===== src/rtl/mmd_seq_pkg.sv =====
package mmd_seq_pkg;

  typedef enum logic [1:0] {
    ST_IDLE,
    ST_ISSUE,
    ST_WAIT,
    ST_DONE
  } seq_state_e;

  // Order of the indirect steps matters: the controller advances by +1.
  typedef enum logic [2:0] {
    STEP_DEVSEL = 3'd0,
    STEP_ADDR   = 3'd1,
    STEP_MODE   = 3'd2,
    STEP_DATA   = 3'd3,
    STEP_CLEAR  = 3'd4,
    STEP_DIRECT = 3'd5
  } seq_step_e;

  typedef struct packed {
    logic      load;
    logic      capRd;
    logic      setErr;
    seq_step_e step;
  } seq_ctl_s;

endpackage


===== src/rtl/mmd_seq_ctrl.sv =====
module mmd_seq_ctrl
  import mmd_seq_pkg::*;
(
  input  logic     clk,
  input  logic     rst_n,
  input  logic     reqValid,
  input  logic     newDirect,
  input  logic     isRead,
  input  logic     dsReady,
  input  logic     cplValid,
  input  logic     cplErr,
  output logic     reqReady,
  output logic     dsValid,
  output logic     doneValid,
  output seq_ctl_s ctl
);

  seq_state_e state;
  seq_step_e  step;
  logic       lastStep;

  assign lastStep  = (step == STEP_CLEAR) || (step == STEP_DIRECT);
  assign reqReady  = (state == ST_IDLE);
  assign dsValid   = (state == ST_ISSUE);
  assign doneValid = (state == ST_DONE);

  always_comb begin
    ctl        = '0;
    ctl.step   = step;
    ctl.load   = (state == ST_IDLE) && reqValid;
    if (state == ST_WAIT && cplValid) begin
      if (cplErr) begin
        ctl.setErr = 1'b1;
      end else if (isRead && (step == STEP_DATA || step == STEP_DIRECT)) begin
        ctl.capRd = 1'b1;
      end
    end
  end

  always_ff @(posedge clk) begin
    if (!rst_n) begin
      state <= ST_IDLE;
      step  <= STEP_DEVSEL;
    end else begin
      unique case (state)
        ST_IDLE: if (reqValid) begin
          state <= ST_ISSUE;
          step  <= newDirect ? STEP_DIRECT : STEP_DEVSEL;
        end
        ST_ISSUE: if (dsReady) state <= ST_WAIT;
        ST_WAIT: if (cplValid) begin
          if (cplErr || lastStep) begin
            state <= ST_DONE;
          end else begin
            state <= ST_ISSUE;
            step  <= seq_step_e'(step + 3'd1);
          end
        end
        ST_DONE: state <= ST_IDLE;
        default: state <= ST_IDLE;
      endcase
    end
  end


  ds_hold_chk: assert property (@(posedge clk) disable iff (!rst_n)
    dsValid && !dsReady |=> dsValid);


  one_outstanding_chk: assert property (@(posedge clk) disable iff (!rst_n)
    dsValid && dsReady |=> !dsValid);


  busy_after_accept_chk: assert property (@(posedge clk) disable iff (!rst_n)
    reqValid && reqReady |=> !reqReady);


  done_pulse_chk: assert property (@(posedge clk) disable iff (!rst_n)
    doneValid |=> !doneValid && reqReady);

endmodule


===== src/rtl/mmd_seq_dp.sv =====
module mmd_seq_dp
  import mmd_seq_pkg::*;
#(
  parameter int DEV_W     = 16,
  parameter int REG_W     = 16,
  parameter int DATA_W    = 16,
  parameter int RNUM_W    = 5,
  parameter int CTRL_REG  = 13,
  parameter int AD_REG    = 14,
  parameter int MODE_BIT  = 14
) (
  input  logic                    clk,
  input  logic                    rst_n,
  input  seq_ctl_s                ctl,
  input  logic                    reqWrite,
  input  logic [DEV_W+REG_W-1:0]  reqTarget,
  input  logic [DATA_W-1:0]       reqWdata,
  input  logic [DATA_W-1:0]       cplRdata,
  output logic                    newDirect,
  output logic                    isRead,
  output logic [RNUM_W-1:0]       dsRegNum,
  output logic                    dsWrite,
  output logic [DATA_W-1:0]       dsWdata,
  output logic [DATA_W-1:0]       doneRdata,
  output logic                    doneErr
);

  localparam logic [RNUM_W-1:0] CTRL_NUM  = RNUM_W'(CTRL_REG);
  localparam logic [RNUM_W-1:0] AD_NUM    = RNUM_W'(AD_REG);
  localparam logic [DATA_W-1:0] MODE_MASK = DATA_W'(1) << MODE_BIT;

  logic [DEV_W-1:0]  devReg;
  logic [REG_W-1:0]  regAddr;
  logic              wrReg;
  logic [DATA_W-1:0] wdReg;
  logic [DATA_W-1:0] rdReg;
  logic              errReg;

  assign newDirect = (reqTarget[DEV_W+REG_W-1:REG_W] == '0);
  assign isRead    = !wrReg;
  assign doneErr   = errReg;
  assign doneRdata = errReg ? '0 : rdReg;

  always_ff @(posedge clk) begin
    if (!rst_n) begin
      devReg  <= '0;
      regAddr <= '0;
      wrReg   <= 1'b0;
      wdReg   <= '0;
      rdReg   <= '0;
      errReg  <= 1'b0;
    end else if (ctl.load) begin
      devReg  <= reqTarget[DEV_W+REG_W-1:REG_W];
      regAddr <= reqTarget[REG_W-1:0];
      wrReg   <= reqWrite;
      wdReg   <= reqWdata;
      rdReg   <= '0;
      errReg  <= 1'b0;
    end else begin
      if (ctl.capRd)  rdReg  <= cplRdata;
      if (ctl.setErr) errReg <= 1'b1;
    end
  end

  always_comb begin
    dsRegNum = CTRL_NUM;
    dsWrite  = 1'b1;
    dsWdata  = '0;
    unique case (ctl.step)
      STEP_DEVSEL: dsWdata = DATA_W'(devReg);
      STEP_ADDR: begin
        dsRegNum = AD_NUM;
        dsWdata  = DATA_W'(regAddr);
      end
      STEP_MODE:   dsWdata = DATA_W'(devReg) | MODE_MASK;
      STEP_DATA: begin
        dsRegNum = AD_NUM;
        dsWrite  = wrReg;
        dsWdata  = wrReg ? wdReg : '0;
      end
      STEP_CLEAR:  dsWdata = '0;
      STEP_DIRECT: begin
        dsRegNum = regAddr[RNUM_W-1:0];
        dsWrite  = wrReg;
        dsWdata  = wrReg ? wdReg : '0;
      end
      default: ;
    endcase
  end


  err_sticky_chk: assert property (@(posedge clk) disable iff (!rst_n)
    errReg && !ctl.load |=> errReg);

endmodule


===== src/rtl/mmd_indirect_seq.sv =====
module mmd_indirect_seq
  import mmd_seq_pkg::*;
#(
  parameter int DEV_W    = 16,
  parameter int REG_W    = 16,
  parameter int DATA_W   = 16,
  parameter int RNUM_W   = 5,
  parameter int CTRL_REG = 13,
  parameter int AD_REG   = 14,
  parameter int MODE_BIT = 14
) (
  input  logic                   clk,
  input  logic                   rst_n,
  input  logic                   reqValid,
  output logic                   reqReady,
  input  logic                   reqWrite,
  input  logic [DEV_W+REG_W-1:0] reqTarget,
  input  logic [DATA_W-1:0]      reqWdata,
  output logic                   doneValid,
  output logic [DATA_W-1:0]      doneRdata,
  output logic                   doneErr,
  output logic                   dsValid,
  input  logic                   dsReady,
  output logic [RNUM_W-1:0]      dsRegNum,
  output logic                   dsWrite,
  output logic [DATA_W-1:0]      dsWdata,
  input  logic                   cplValid,
  input  logic [DATA_W-1:0]      cplRdata,
  input  logic                   cplErr
);

  seq_ctl_s ctl;
  logic     newDirect;
  logic     isRead;

  mmd_seq_ctrl u_ctrl (
    .clk       (clk),
    .rst_n     (rst_n),
    .reqValid  (reqValid),
    .newDirect (newDirect),
    .isRead    (isRead),
    .dsReady   (dsReady),
    .cplValid  (cplValid),
    .cplErr    (cplErr),
    .reqReady  (reqReady),
    .dsValid   (dsValid),
    .doneValid (doneValid),
    .ctl       (ctl)
  );

  mmd_seq_dp #(
    .DEV_W    (DEV_W),
    .REG_W    (REG_W),
    .DATA_W   (DATA_W),
    .RNUM_W   (RNUM_W),
    .CTRL_REG (CTRL_REG),
    .AD_REG   (AD_REG),
    .MODE_BIT (MODE_BIT)
  ) u_dp (
    .clk       (clk),
    .rst_n     (rst_n),
    .ctl       (ctl),
    .reqWrite  (reqWrite),
    .reqTarget (reqTarget),
    .reqWdata  (reqWdata),
    .cplRdata  (cplRdata),
    .newDirect (newDirect),
    .isRead    (isRead),
    .dsRegNum  (dsRegNum),
    .dsWrite   (dsWrite),
    .dsWdata   (dsWdata),
    .doneRdata (doneRdata),
    .doneErr   (doneErr)
  );


  ds_fields_stable_chk: assert property (@(posedge clk) disable iff (!rst_n)
    dsValid && !dsReady |=> $stable(dsRegNum) && $stable(dsWrite) && $stable(dsWdata));


  err_zero_data_chk: assert property (@(posedge clk) disable iff (!rst_n)
    doneValid && doneErr |-> doneRdata == '0);

endmodule


===== config.mk =====
export PLATFORM = sky130hd
export DESIGN_NAME = mmd_indirect_seq
export DESIGN_NICKNAME = d
export VERILOG_FILES = /design/src/rtl/mmd_seq_pkg.sv /design/src/rtl/mmd_seq_ctrl.sv /design/src/rtl/mmd_seq_dp.sv /design/src/rtl/mmd_indirect_seq.sv
export SDC_FILE = /design/constraint.sdc
export NUM_CORES = 1
export LEC_CHECK = 0
export CORE_ASPECT_RATIO = 1.5
export CORE_MARGIN = 4
export CORE_UTILIZATION = 48
export DETAILED_ROUTE_END_ITERATION = 8
export PLACE_DENSITY = 0.84
export SKIP_CTS_REPAIR_TIMING = 1
export SLEW_MARGIN = 10
export SYNTH_ARGS = -nofsm -noshare
export SYNTH_HDL_FRONTEND = slang
export SYNTH_SLANG_ARGS = --single-unit

===== constraint.sdc =====
create_clock -name clk -period 2.9 [get_ports clk]
set_input_delay 0.58 -clock clk [delete_from_list [all_inputs] [get_ports clk]]
set_output_delay 0.58 -clock clk [all_outputs]
set_load 0.005 [all_outputs]

==> results.yml, run 1 <==
floorplanning:
  start_util_pct: 50.07
  fp.dieH_um: 107.0
  rows: 35
  io_pins: 113
  dieArea_sq_um: 7916
  core_sq_um: 6262
  die_x_um: 73.99
power:
  seq_power_share_pct: 43.1
  pwr-share-comb_pct: 17.2
  worst_ir_drop_vdd_uv: 525.6
  power.density_nw_per_um2: 529.3
  p_sw_w: 0.0006242
  p_leak_nw: 1.783
  internal_power_w: 0.001848
  power.share.clock_pct: 39.7
  p_sw_share_pct: 25.25
clock_tree:
  tritoncts: "built"
  clock-sinks: 71
  clock_path_buffers: 2
  htree_levels: 3
  root_buffer: "clkbuf_8"
  clkTransAtPathRegs_ns: 0.08
  clk_latency_ns: 0.35
  cts_made_buffers: 9
synth:
  synthArstFlopShare_pct: 0
  syn_area_sq_um: 3136
  synth_area_leaders: "dfxtp_1 45%, nand2_1 14%, a21oi_1 8.5%, mux2i_1 5.7%, nor2b_1 4.2%"
  synth_seq_cells: 71
  synthFlopType: "dfxtp_1"
  yosys.area.top_type: "dfxtp_1"
  synth_fp_nets: 479
  yosysSeqAreaShare_pct: 45.33
  ys_types: 31
  synth_edf_count: 0
  yosys_warnings: 0
  syn_area_per_cell_sq_um: 7.780
  synth_top_area_share_pct: 45.33
  syn_inst: 403
cells_and_area:
  drive_gt1_share_pct: 9.073
  fin_nets: 589
  syn_to_final_growth_pct: 48.96
  diodes: 0
  layout_commonest_cell: "nand2_1"
  multi_input_comb_area_sq_um: 1637
  seqCellArea_sq_um: 1426
  fillerInstances: 458
  layout_common_cells: "118 x nand2_1, 107 x clkdlybuf4s50_1, 69 x dfxtp_1"
grt:
  grt_max_degree: 50
  antenna_found_initial: 0
  grt.overflow.total: 0
  grt_pass1_vias: 2973
  grt_pass1_wl_um: 14240
  grtUsageTotal_pct: 23.40
drt:
  detail-route-antenna-nets: 0
  wl_met1_um: 3588
  via_per_inst: 5.329
  post-route-drc-count: 0
  num_vias: 3155
  highest-signal-layer: "met4"
  met3WireLength_um: 552
  wl_met2_um: 5132
  first_pass_iters: 5
  drt_wl_total_um: 9463
  wire_per_inst_um: 15.98
  drt_iter0_drc: 211
sta:
  fin_skew_ns: 0.008974
  hold_viol: 0
  final.setup.tns_ns: 0
  setup_violations: 0
  slew_viol_final: 0
  timing.final.ws_setup_ns: 0.04626
  layout_min_cycle_time_ns: 2.854
  max_freq_mhz: 350.4
  timing.final.crit_share_pct: 98.40
  tightest_slew_ns: 0.5981
  slew_headroom_pct: 60.07
setup_path:
  start_kind: "flip-flop"
  worst_setup_path_end_kind: "output pin"
  criticalPathCategory: "flip-flop to output pin"
  crit_fanout: 8
  critPathRequiredTime_ns: 2.32
  worst_ep_arrival_time_ns: 2.27
flow_run:
  drv_cap: 0
placement:
  place_ws_ns: -0.09255
  globalplace.congestion: 0.8272
  dp_hpwl_um: 6697
  io_buffers: 112
status:
  outcome: "complete, no violations"
min_path:
  hp-class: "flip-flop to flip-flop"
-- per-layer routing --
metal / vias up / track usage [%]
met2: 113 / 42.64
met4: 0 / 8.420
met5: - / 0
met3: 12 / 4.315
li1: 1564 / -
met1: 1466 / 26.17
-- Yosys cell counts, types with 2 or more instances --
cell and instances:
a21oi_1 53, a22oi_1 16, and2_1 3, buf_2 3, clkbuf_1 20, dfxtp_1 71, ha_1 5, inv_1 4
mux2i_1 18, nand2_1 118, nand2b_1 2, nand3_1 2, nor2_1 25, nor2b_1 21, nor4_1 4, o21ai_0 20
o221a_2 2, or2_2 2, or3_1 2
-- final cells by class --
cell class | instances | area share [%]
clock inverters | 6 | 2.491
clock buffers | 10 | 2.947
multi-input cells | 301 | 35.04
repair buffers | 125 | 26.60
well taps | 74 | 1.982
inverters | 5 | 0.4018
flip-flops and latches | 71 | 30.54
-- power by group through the flow --
stage | registers (W) | clock network (W) | logic, W
2_1_floorplan | 0.00107 | 0 | 0.000189
3_3_place_gp | 0.00108 | 0 | 0.000395
3_5_place_dp | 0.00108 | 0 | 0.000401
4_1_cts | 0.00106 | 0.000990 | 0.000404
5_1_grt | 0.00107 | 0.00103 | 0.000465
6_report | 0.00107 | 0.000981 | 0.000426
-- critical path, stage by stage, from the launching register on --
cell             delay (ns)
dfxtp_4                0.37
inv_1                  0.06
ha_1                   0.22
or4_4                  0.45
o21ai_4                0.11
buf_6                  0.17
o21ai_0                0.09
clkdlybuf4s50_1        0.46
-- state kept, by name, summed over array words and instances (netlist names) --
register	count
u_dp.regAddr	16
u_ctrl.state	2
u_dp.doneErr	1
u_dp.rdReg	16
u_dp.wrReg	1
u_ctrl.step	3
u_dp.devReg	16
u_dp.wdReg	16
-- metrics by stage --
| stage | power [W] | instances | area [sq um] | hold slack (ns) | util (%) |
|---|---|---|---|---|---|
| after global routing | 0.002569 | 592 | 4671 | 0.4717 | 74.59 |
| after detailed placement | 0.001486 | 574 | 4319 | 0.4462 | 68.97 |
| after global placement | 0.001477 | 574 | 4319 | 0.4418 | 68.97 |
| final | 0.002472 | 592 | 4671 | 0.4565 | 74.59 |
| after CTS | 0.002457 | 590 | 4573 | 0.4563 | 73.03 |
| after floorplan | 0.001263 | 403 | 3136 | 0.4316 | - |
-- worst paths after layout --
path                                   endpoint  depth (start not counted)  slack [ns]            start
worst max-delay path                 dsWdata[5]                          7        0.05   u_ctrl.step[0]
worst min-delay path            u_dp.regAddr[6]                          2        0.46  u_dp.regAddr[6]
worst max register to register   u_dp.rdReg[11]                          7        1.16   u_ctrl.step[1]
worst min register to register  u_dp.regAddr[6]                          2        0.46  u_dp.regAddr[6]
-- logic make-up (layout without fill, tap and decap cells) --
kind of cell	count (synthesis)	in the layout	synth area share (%)
flip-flops	71	71	45.33
AO/OA/AOI/OAI	94	94	16.88
multiplexers	18	18	5.746
AND/OR/NAND/NOR	184	184	25.86
adder cells (fa/ha/maj)	5	5	1.995
buffers and inverters	31	146	4.189
No activity file was read; power rests on OpenSTA's default activity.
==> run 2, diff against run 1 <==
--- a/config.mk
+++ b/config.mk
@@ -5,13 +5,13 @@
 export SDC_FILE = /design/constraint.sdc
 export NUM_CORES = 1
 export LEC_CHECK = 0
+export CAP_MARGIN = 20
 export CORE_ASPECT_RATIO = 1.5
 export CORE_MARGIN = 4
 export CORE_UTILIZATION = 48
 export DETAILED_ROUTE_END_ITERATION = 8
 export PLACE_DENSITY = 0.84
 export SKIP_CTS_REPAIR_TIMING = 1
-export SLEW_MARGIN = 10
 export SYNTH_ARGS = -nofsm -noshare
 export SYNTH_HDL_FRONTEND = slang
 export SYNTH_SLANG_ARGS = --single-unit
==> results of run 2 <==
Same layout as run 1: the final DEF is identical, and so are final timing and power.
